### src/rtl/gpio_pkg.sv
package gpio_pkg;
  localparam int unsigned PINS     = 32;
  localparam int unsigned DED_IRQS = 8;
  localparam int unsigned ADDR_W   = 5;
  localparam int unsigned SYNC_STG = 2;

  typedef enum logic [2:0] {
    REG_DATA   = 3'd0,
    REG_DIR    = 3'd1,
    REG_PAD    = 3'd2,
    REG_CFG_LO = 3'd3,
    REG_CFG_HI = 3'd4,
    REG_MASK   = 3'd5,
    REG_STAT   = 3'd6,
    REG_EDGE   = 3'd7
  } reg_sel_e;

  typedef enum logic [1:0] {
    COND_LOW  = 2'd0,
    COND_HIGH = 2'd1,
    COND_RISE = 2'd2,
    COND_FALL = 2'd3
  } cond_e;
endpackage

### src/rtl/gpio_sync.sv
module gpio_sync #(
  parameter int unsigned W      = 32,
  parameter int unsigned STAGES = 2
) (
  input  logic         clk_i,
  input  logic         rst_ni,
  input  logic [W-1:0] d_i,
  output logic [W-1:0] q_o
);
  logic [STAGES-1:0][W-1:0] stg_q;

  for (genvar s = 0; s < STAGES; s++) begin : g_stg
    always_ff @(posedge clk_i or negedge rst_ni) begin
      if (!rst_ni)     stg_q[s] <= '0;
      else if (s == 0) stg_q[s] <= d_i;
      else             stg_q[s] <= stg_q[(s == 0) ? 0 : s-1];
    end
  end

  assign q_o = stg_q[STAGES-1];
endmodule

### src/rtl/gpio_detect.sv
module gpio_detect
  import gpio_pkg::*;
#(
  parameter int unsigned N = 32
) (
  input  logic              clk_i,
  input  logic              rst_ni,
  input  logic [N-1:0]      lvl_i,
  input  logic [N-1:0][1:0] cfg_i,
  input  logic [N-1:0]      any_edge_i,
  input  logic [N-1:0]      clr_i,
  output logic [N-1:0]      status_o
);
  logic [N-1:0] prev_q;
  logic [N-1:0] hit;
  logic [N-1:0] stat_q;

  always_ff @(posedge clk_i or negedge rst_ni) begin
    if (!rst_ni) prev_q <= '0;
    else         prev_q <= lvl_i;
  end

  for (genvar i = 0; i < N; i++) begin : g_pin
    always_comb begin
      if (any_edge_i[i]) begin
        hit[i] = lvl_i[i] ^ prev_q[i];
      end else begin
        unique case (cond_e'(cfg_i[i]))
          COND_LOW:  hit[i] = ~lvl_i[i];
          COND_HIGH: hit[i] = lvl_i[i];
          COND_RISE: hit[i] = lvl_i[i] & ~prev_q[i];
          COND_FALL: hit[i] = ~lvl_i[i] & prev_q[i];
          default:   hit[i] = 1'b0;
        endcase
      end
    end
  end

  // new detection takes priority over a same-cycle clear
  always_ff @(posedge clk_i or negedge rst_ni) begin
    if (!rst_ni) stat_q <= '0;
    else         stat_q <= (stat_q & ~clr_i) | hit;
  end

  assign status_o = stat_q;

  a_r9_clear_takes_effect: assert property (@(posedge clk_i) disable iff (!rst_ni)
    1'b1 |=> ((stat_q & $past(clr_i & ~hit)) == '0));

  a_r10_detect_wins: assert property (@(posedge clk_i) disable iff (!rst_ni)
    1'b1 |=> (($past(hit) & ~stat_q) == '0));

  a_r7_no_spurious_set: assert property (@(posedge clk_i) disable iff (!rst_ni)
    1'b1 |=> ((stat_q & ~$past(stat_q) & ~$past(hit)) == '0));
endmodule

### src/rtl/gpio_irq_out.sv
module gpio_irq_out #(
  parameter int unsigned N   = 32,
  parameter int unsigned DED = 8
) (
  input  logic [N-1:0]   status_i,
  input  logic [N-1:0]   mask_i,
  output logic           irq_lo_o,
  output logic           irq_hi_o,
  output logic [DED-1:0] irq_ded_o
);
  localparam int unsigned HALF = N / 2;

  logic [N-1:0] masked;

  assign masked    = status_i & mask_i;
  assign irq_lo_o  = |masked[HALF-1:0];
  assign irq_hi_o  = |masked[N-1:HALF];
  assign irq_ded_o = masked[DED-1:0];
endmodule

### src/rtl/gpio_ctrl.sv
module gpio_ctrl
  import gpio_pkg::*;
#(
  parameter int unsigned N     = PINS,
  parameter int unsigned DED   = DED_IRQS,
  parameter int unsigned AW    = ADDR_W
) (
  input  logic          clk_i,
  input  logic          rst_ni,
  input  logic [AW-1:0] addr_i,
  input  logic          we_i,
  input  logic [31:0]   wdata_i,
  output logic [31:0]   rdata_o,
  input  logic [N-1:0]  pad_i,
  output logic [N-1:0]  pad_o,
  output logic [N-1:0]  pad_oe_o,
  output logic          irq_lo_o,
  output logic          irq_hi_o,
  output logic [DED-1:0] irq_pin_o
);
  localparam int unsigned HALF = N / 2;

  reg_sel_e sel;
  logic     hit_reg;
  logic     wr;

  logic [N-1:0]  data_q, dir_q, mask_q, edge_q;
  logic [31:0]   cfg_lo_q, cfg_hi_q;
  logic [N-1:0]  lvl, status, clr;
  logic [N-1:0][1:0] cfg_all;

  assign sel     = reg_sel_e'(addr_i[AW-1:2]);
  assign hit_reg = (addr_i[1:0] == 2'b00);
  assign wr      = we_i & hit_reg;

  always_ff @(posedge clk_i or negedge rst_ni) begin
    if (!rst_ni) begin
      data_q   <= '0;
      dir_q    <= '0;
      mask_q   <= '0;
      edge_q   <= '0;
      cfg_lo_q <= '0;
      cfg_hi_q <= '0;
    end else if (wr) begin
      unique case (sel)
        REG_DATA:   data_q   <= wdata_i[N-1:0];
        REG_DIR:    dir_q    <= wdata_i[N-1:0];
        REG_CFG_LO: cfg_lo_q <= wdata_i;
        REG_CFG_HI: cfg_hi_q <= wdata_i;
        REG_MASK:   mask_q   <= wdata_i[N-1:0];
        REG_EDGE:   edge_q   <= wdata_i[N-1:0];
        default: ;
      endcase
    end
  end

  assign clr     = (wr && sel == REG_STAT) ? wdata_i[N-1:0] : '0;
  assign cfg_all = {cfg_hi_q, cfg_lo_q};

  gpio_sync #(.W(N), .STAGES(SYNC_STG)) u_sync (
    .clk_i (clk_i),
    .rst_ni(rst_ni),
    .d_i   (pad_i),
    .q_o   (lvl)
  );

  gpio_detect #(.N(N)) u_detect (
    .clk_i     (clk_i),
    .rst_ni    (rst_ni),
    .lvl_i     (lvl),
    .cfg_i     (cfg_all),
    .any_edge_i(edge_q),
    .clr_i     (clr),
    .status_o  (status)
  );

  gpio_irq_out #(.N(N), .DED(DED)) u_irq (
    .status_i (status),
    .mask_i   (mask_q),
    .irq_lo_o (irq_lo_o),
    .irq_hi_o (irq_hi_o),
    .irq_ded_o(irq_pin_o)
  );

  always_comb begin
    rdata_o = '0;
    if (hit_reg) begin
      unique case (sel)
        REG_DATA:   rdata_o = data_q;
        REG_DIR:    rdata_o = dir_q;
        REG_PAD:    rdata_o = lvl;
        REG_CFG_LO: rdata_o = cfg_lo_q;
        REG_CFG_HI: rdata_o = cfg_hi_q;
        REG_MASK:   rdata_o = mask_q;
        REG_STAT:   rdata_o = status;
        REG_EDGE:   rdata_o = edge_q;
        default:    rdata_o = '0;
      endcase
    end
  end

  assign pad_o    = data_q;
  assign pad_oe_o = dir_q;

  a_r2_data_write: assert property (@(posedge clk_i) disable iff (!rst_ni)
    (we_i && addr_i == 5'h00) |=> (pad_o == $past(wdata_i)));

  a_r3_dir_write: assert property (@(posedge clk_i) disable iff (!rst_ni)
    (we_i && addr_i == 5'h04) |=> (pad_oe_o == $past(wdata_i)));

  a_r11_lo_needs_mask: assert property (@(posedge clk_i) disable iff (!rst_ni)
    irq_lo_o |-> (mask_q[HALF-1:0] != '0));

  a_r12_ded_needs_status: assert property (@(posedge clk_i) disable iff (!rst_ni)
    (irq_pin_o != '0) |-> ((status[DED-1:0] & irq_pin_o) == irq_pin_o));
endmodule

### config.mk
export PLATFORM = sky130hd
export DESIGN_NAME = gpio_ctrl
export DESIGN_NICKNAME = d
export VERILOG_FILES = /design/src/rtl/gpio_pkg.sv /design/src/rtl/gpio_sync.sv /design/src/rtl/gpio_detect.sv /design/src/rtl/gpio_irq_out.sv /design/src/rtl/gpio_ctrl.sv
export SDC_FILE = /design/constraint.sdc
export NUM_CORES = 1
export LEC_CHECK = 0
export ABC_AREA = 1
export BUFFER_PORTS_ARGS = -buffer_cell sky130_fd_sc_hd__buf_2
export CORE_MARGIN = 2
export CORE_UTILIZATION = 41
export CTS_CLUSTER_SIZE = 28
export DETAILED_ROUTE_END_ITERATION = 6
export GPL_TIMING_DRIVEN = 0
export MAX_ROUTING_LAYER = met4
export PLACE_DENSITY_LB_ADDON = 0.08
export REMOVE_ABC_BUFFERS = 1
export SLEW_MARGIN = 40
export SYNTH_ARGS = -nofsm -noshare
export SYNTH_HDL_FRONTEND = slang
export SYNTH_SLANG_ARGS = --single-unit
### constraint.sdc
create_clock -name clk_i -period 1.4 [get_ports clk_i]
set_clock_uncertainty 0.2 [all_clocks]
set_input_delay 0.21 -clock clk_i [delete_from_list [all_inputs] [get_ports clk_i]]
set_output_delay 0.21 -clock clk_i [all_outputs]
set_load 0.03 [all_outputs]
# [Word-level counts from Yosys, hierarchy flattened]
# Cells that the tools add are included.
[totals] ff_bits=320 in_bits=72
[op_classes] n_eq_ne=103 muxes=67 bitwise=165 n_reduce_logical=43
[ops] cell="one-hot mux 32 bit (8 select lines)" count=1
[ops] cell="equality test 2 bit (second input constant)" count=64
[ops] cell="one-hot mux 1 bit (4 select lines)" count=32
[ops] cell="zero test 2 bit" count=33
[ops] cell="AND 1 bit" count=65
[ops] cell="AND 32 bit" count=2
[ops] cell="equality test 2 x 1 -> 1 bit (second input constant)" count=32
[ops] cell="two-way mux 32 bit" count=2
[ops] cell="NOT 1 bit" count=64
[ops] cell="two-way mux 1 bit" count=32
[ops] cell="NOT 32 bit" count=1
[ops] cell="OR 32 bit" count=1
[ops] cell="OR reduction 16 bit" count=2
[ops] cell="bitwise XOR 1 bit" count=32
[ops] cell="equality test 3 bit (second input constant)" count=4
[ops] cell="AND reduction 2 bit" count=6
[ops] cell="equality test 3 x 2 -> 1 bit (second input constant)" count=2
[ops] cell="equality test 3 x 1 -> 1 bit (second input constant)" count=1
[ops] cell="zero test 3 bit" count=1
[ops] cell="logical AND 1 bit" count=1

# [Longest topological paths before layout]
[depth] depth_word=7 depth_mapped=8 depth_no_buf=8

# [Modules after synthesis]
# From an unflattened synthesis, not the netlist that was laid out.
[unflattened] hier_cells=2180 area_unflattened_um2=16841.2
[by_module_without_submodules] module="gpio_ctrl" instances=1 cells_per_inst=1249 area_each_um2=9798.1 seq_area_each_um2=4804.6
[by_module_without_submodules] module="gpio_detect" instances=1 cells_per_inst=757 area_each_um2=4897.2 seq_area_each_um2=1601.5
[by_module_without_submodules] module="gpio_sync" instances=1 cells_per_inst=96 area_each_um2=1841.8 seq_area_each_um2=1601.5
[by_module_without_submodules] module="gpio_irq_out" instances=1 cells_per_inst=78 area_each_um2=304.0 seq_area_each_um2=0.0

# [Worst setup path after synthesis]
# OpenSTA, ideal clock, no wires.
[synth_path] path_type="input -> output" start="input addr_i[3]" end="output rdata_o[23]" arrival_time_ns=1.404 t_required_ns=0.990 slack_ns=-0.414 stages=8 cell_sequence="buf_6 > inv_4 > buf_6 > buf_2 > nand4_1 > nand2_1 > nor2_1 > a21oi_1"
[synth_via] elab_chain_cells=3 elab_cells_between_ends=10
[synth_lines] item="start, declared" line_no="gpio_ctrl.sv:10" rtl="input logic [AW-1:0] addr_i,"
[synth_lines] item="equality test 3 bit (tied with other cells)" line_no="gpio_ctrl.sv:88" rtl="unique case (sel)"
[synth_lines] item="one-hot mux 32 bit (8 select lines) *" line_no="gpio_ctrl.sv:88"
[synth_lines] item="two-way mux 32 bit *" line_no="gpio_ctrl.sv:87" rtl="if (hit_reg) begin"
[synth_lines] item="end, declared" line_no="gpio_ctrl.sv:13" rtl="output logic [31:0] rdata_o,"
# Mark *: on every way between the ends. The rest lies on a longest branch, timed or not.

# [Final worst setup path]
[layout_path] start="register u_detect.stat_q[16], in the netlist u_detect.status_o[16]" end="output irq_hi_o"
[layout_via] elab_chain_cells=2
[layout_lines] item="start, declared" line_no="gpio_detect.sv:16" rtl="logic [N-1:0] stat_q;"
[layout_lines] item="start signal, assigned" line_no="gpio_detect.sv:42" rtl="else stat_q <= (stat_q & ~clr_i) | hit;"
[layout_lines] item="AND 32 bit" line_no="gpio_irq_out.sv:15" rtl="assign masked = status_i & mask_i;"
[layout_lines] item="OR reduction 16 bit" line_no="gpio_irq_out.sv:17" rtl="assign irq_hi_o = |masked[N-1:HALF];"
[layout_lines] item="end, declared" line_no="gpio_ctrl.sv:18" rtl="output logic irq_hi_o,"
# Every way passes these cells.

==> run summary <==
The flow ran to the end, but the final reports show violations. The final reports fail on hold timing, setup timing. The number of enable flip-flop cells after synthesis came out at 0. The first global-routing pass estimated 91700 um of wire. The multiplexer area fraction after synthesis came out at 0%. The clock latency of the later-clocked register in the worst-skew pair is 0.57 ns.

The maximum number of pins on one net before global-route repair came out at 69. The biggest fanout along the worst timing path came out at 2. Relative to the synthesized area, the layout overhead comes to 46.1%. The die span in x came out at 203 um. The clock passes through at most 3 buffers. The total routed wirelength is 61200 um.

The share of the cycle needed by the critical path after routing came out at 155%. The per-instance average area after synthesis came out at 8.60 um^2. The number of max-cap violations is 0. For this configuration, the core starts out at a cell density of 41.7%. The die boundary height is 203 um. The dominant combinational cell family by area after synthesis is simple AND/OR/NAND/NOR gates. The synthesized-area fraction occupied by and/or/nand/nor cells came out at 25.2%. The worst slew margin relative to its limit is 63.1%. The area used by multi-input combinational logic came out at 7870 um^2. Synthesis produced a netlist whose cell count is 1883. The initial antenna violation count came to 0. The yosys synthesis warning count came out at 0.

The post-synthesis cell area came out at 16200 um^2. The total via count in the routed design is 15700. The iteration count of the initial detailed-routing pass is 6.

The final routed DRC violation total is 0. In the post-synthesis netlist, the biggest area contributors are sky130_fd_sc_hd__dfrtp_1 49%, sky130_fd_sc_hd__nand2_1 8.5%, sky130_fd_sc_hd__nand4_1 7.4%. The congestion estimate from routability-driven global placement came to 0.800. The floorplan die area came out at 41100 um^2. For the worst setup path, the data arrival time is 1.77 ns. Cells with a size suffix above 1 make up 35.7% of the layout. The slew at the pin closest to its max-slew limit is 0.552 ns. The top flip-flop cell by instance count after synthesis is sky130_fd_sc_hd__dfrtp_1. In this run, placement finished with an instance count of 2490. After the last flow step, the layout net total stands at 2418.

The fraction of the mapped netlist area in compound gates is 11.3%. The pre-CTS setup slack came out at -1.30 ns. The number of buffers inserted during clock tree synthesis came out at 39. The floorplan has 72 rows. The worst hold path belongs to the class input port to asynchronous set/reset pin. IR analysis of the VDD net gives a maximum drop of 0.000910 V.

The clock-pin slew on the worst setup and hold paths is 0.06 ns. The global-route congestion overflow total is 0. The H-tree level count is 2. The clock sink total came out at 320. The overall track demand over capacity in global routing came out at 30.2%. The total power consumption of the routed design is 0.0300 W. The core outline area is 38800 um^2. The number of antenna diodes is 0. The sequential-to-total area share from yosys stat is 49.4%. The worst setup path is of the flop to primary output kind. The total area of sequential cells came out at 8040 um^2. The register bit count reported by yosys is 320. The worst endpoint required time is 0.99 ns. The count of endpoints failing hold in the final timing report is 163. Using the TritonRoute via totals, the vias-per-cell ratio works out to 5.55. Dividing the detail-routed wire length by the instance count gives 21.6 um. The maximum achievable frequency is 459 MHz.

The area share of fa/ha/maj cells after synthesis came out at 4.94%. After Yosys synthesis, XOR and XNOR cells account for 0.216% of the synthesized area. The leakage power figure came out at 11.0 nW. The TritonCTS clock tree is done. The tightest hold path in the finished design has a slack of -0.664 ns. The number of failing setup endpoints in the final timing report is 119. The distinct cell type count of the synthesized netlist is 29.

The fill cell total of the finished layout came out at 3378. Subtracting the final worst setup slack from the clock period gives 2.18 ns. 178 I/O pins were placed. The number of global-route vias before repair is 15300. The HPWL after detailed placement is 30900 um.

STA classifies the critical path startpoint as a flop. The count of input and output buffers came out at 177. The fraction of synthesized cell area taken by the top area cell type came out at 49.4%. Setup repair after global routing could not meet its margin everywhere. The post-layout instance count excluding filler cells came out at 2831.

The total negative setup slack came out at -31.61 ns. The tree is rooted in a sky130_fd_sc_hd__clkbuf_16. The cell type contributing the most total cell area after synthesis is sky130_fd_sc_hd__dfrtp_1. The hold buffer count at cts is 64. The initial DRC count is 1133. The critical path endpoint category is a primary output. The worst-case setup margin in the final layout is -0.777 ns. In the synthesized netlist the async set-or-reset flop fraction comes to 100%. The ratio of total power to cell area came out at 1270 nW/um^2. The final-report max-slew violation count is 0. The detail route stage leaves a number of antenna-violating nets equal to 0.
-- cells in the mapped netlist (4+ instances only) --
cell / count
sky130_fd_sc_hd__nor2_2: 11
sky130_fd_sc_hd__o21ai_2: 48
sky130_fd_sc_hd__nand3_1: 143
sky130_fd_sc_hd__a21oi_1: 38
sky130_fd_sc_hd__buf_6: 14
sky130_fd_sc_hd__inv_1: 205
sky130_fd_sc_hd__nand2_2: 4
sky130_fd_sc_hd__nor2_1: 91
sky130_fd_sc_hd__nand4_1: 191
sky130_fd_sc_hd__clkbuf_1: 14
sky130_fd_sc_hd__buf_2: 61
sky130_fd_sc_hd__buf_4: 17
sky130_fd_sc_hd__or2_2: 32
sky130_fd_sc_hd__o21ai_0: 71
sky130_fd_sc_hd__dfrtp_1: 320
sky130_fd_sc_hd__o21ai_1: 173
sky130_fd_sc_hd__ha_1: 64
sky130_fd_sc_hd__nand2_1: 367
sky130_fd_sc_hd__xnor2_1: 4
-- state kept, by name, indices dropped and copies added (netlist names) --
signal and cells:
u_detect.prev_q 32, cfg_hi_q 32, u_sync.q_o 32, cfg_lo_q 32
u_detect.status_o 32, pad_oe_o 32, u_sync.stg_q 32, pad_o 32
edge_q 32, mask_q 32
-- critical path, stage by stage, from the launching register on --
cell	delay, ns
sky130_fd_sc_hd__dfrtp_1	0.40
sky130_fd_sc_hd__nand2_2	0.11
sky130_fd_sc_hd__nand4_1	0.18
sky130_fd_sc_hd__nor2_2	0.24
sky130_fd_sc_hd__nand3_2	0.12
sky130_fd_sc_hd__buf_6	0.16
-- kinds of logic (layout without fill, tap and decap cells) --
logic type	Yosys count	after routing
AOI/OAI and AO/OA	330	330
xor gates and xnor gates	4	4
adders and majority gates	64	64
buffers and inverters	317	743
DFF	320	320
and+or+nand+nor	848	852
-- cells in the final DEF (no fill, tap or decap), drive strengths merged --
cell type	instances
nand4	193
clkinvlp	2
nand2	375
dlygate4sd3	64
buf	384
clkbuf	58
inv	213
nand3	147
bufinv	2
bufbuf	8
a21oi	38
clkinv	12
o21ai	292
or2	32
ha	64
nor2	105
xnor2	4
dfrtp	320
-- final timing paths --
| check | cells past startpoint | slack [ns] | endpoint | from |
|---|---|---|---|---|
| max reg2reg | 7 | -0.13 | u_detect.status_o[0]$_DFF_PN0_ | u_sync.q_o[0]$_DFF_PN0_ |
| min in group clk_i | 2 | 0.08 | u_sync.stg_q[2]$_DFF_PN0_ | pad_i[2] |
| max | 5 | -0.78 | irq_hi_o | u_detect.status_o[16]$_DFF_PN0_ |
| max in group asynchronous | 4 | 0.39 | u_sync.q_o[20]$_DFF_PN0_ | rst_ni |
| min | 1 | -0.66 | pad_o[24]$_DFFE_PN0P_ | rst_ni |
| min reg2reg | 0 | 0.15 | u_sync.q_o[22]$_DFF_PN0_ | u_sync.stg_q[22]$_DFF_PN0_ |
-- repair_timing --
| item | CTS | global route |
|---|---|---|
| gates cloned | 17 | 2 |
| endpoints found under the setup margin | 322 | 191 |
| setup buffers | 145 | 63 |
| endpoints found under the hold margin | 414 | 163 |
| pin swaps | 96 | 140 |
| gates resized for setup | 409 | 254 |
-- per-stage QoR --
stage	utilization, %	instance area, um^2
after CTS	57.9	22500
after detailed placement	45.4	17600
final	61.0	23700
after floorplan	-	15500
after global routing	61.0	23700
after global placement	44.0	17100
-- routing by layer --
metal	track usage [%]	vias to the layer above	wire length, um
met2	46.1	657	28000
met1	41.4	7747	26700
met4	10.7	0	2190
met5	-	-	0
li1	-	7184	-
met3	3.92	116	4310
-- power breakdown --
part,internal (W),switching (W)
sequential,0.0105,0.000975
combinational,0.00356,0.00454
clock,0.00621,0.00424
total,0.0202,0.00975
-- cell type report --
cell class                      instances  area share (%)
Clock buffer                           56            4.95
Timing Repair inverter                  3           0.185
Timing Repair Buffer                  458            20.4
Inverter                              210            3.82
Tap cell                              518            2.74
Sequential cell                       320            34.0
Clock inverter                         16           0.650
Multi-Input combinational cell       1250            33.3
Note: power is estimated with default switching activity, not from simulation.
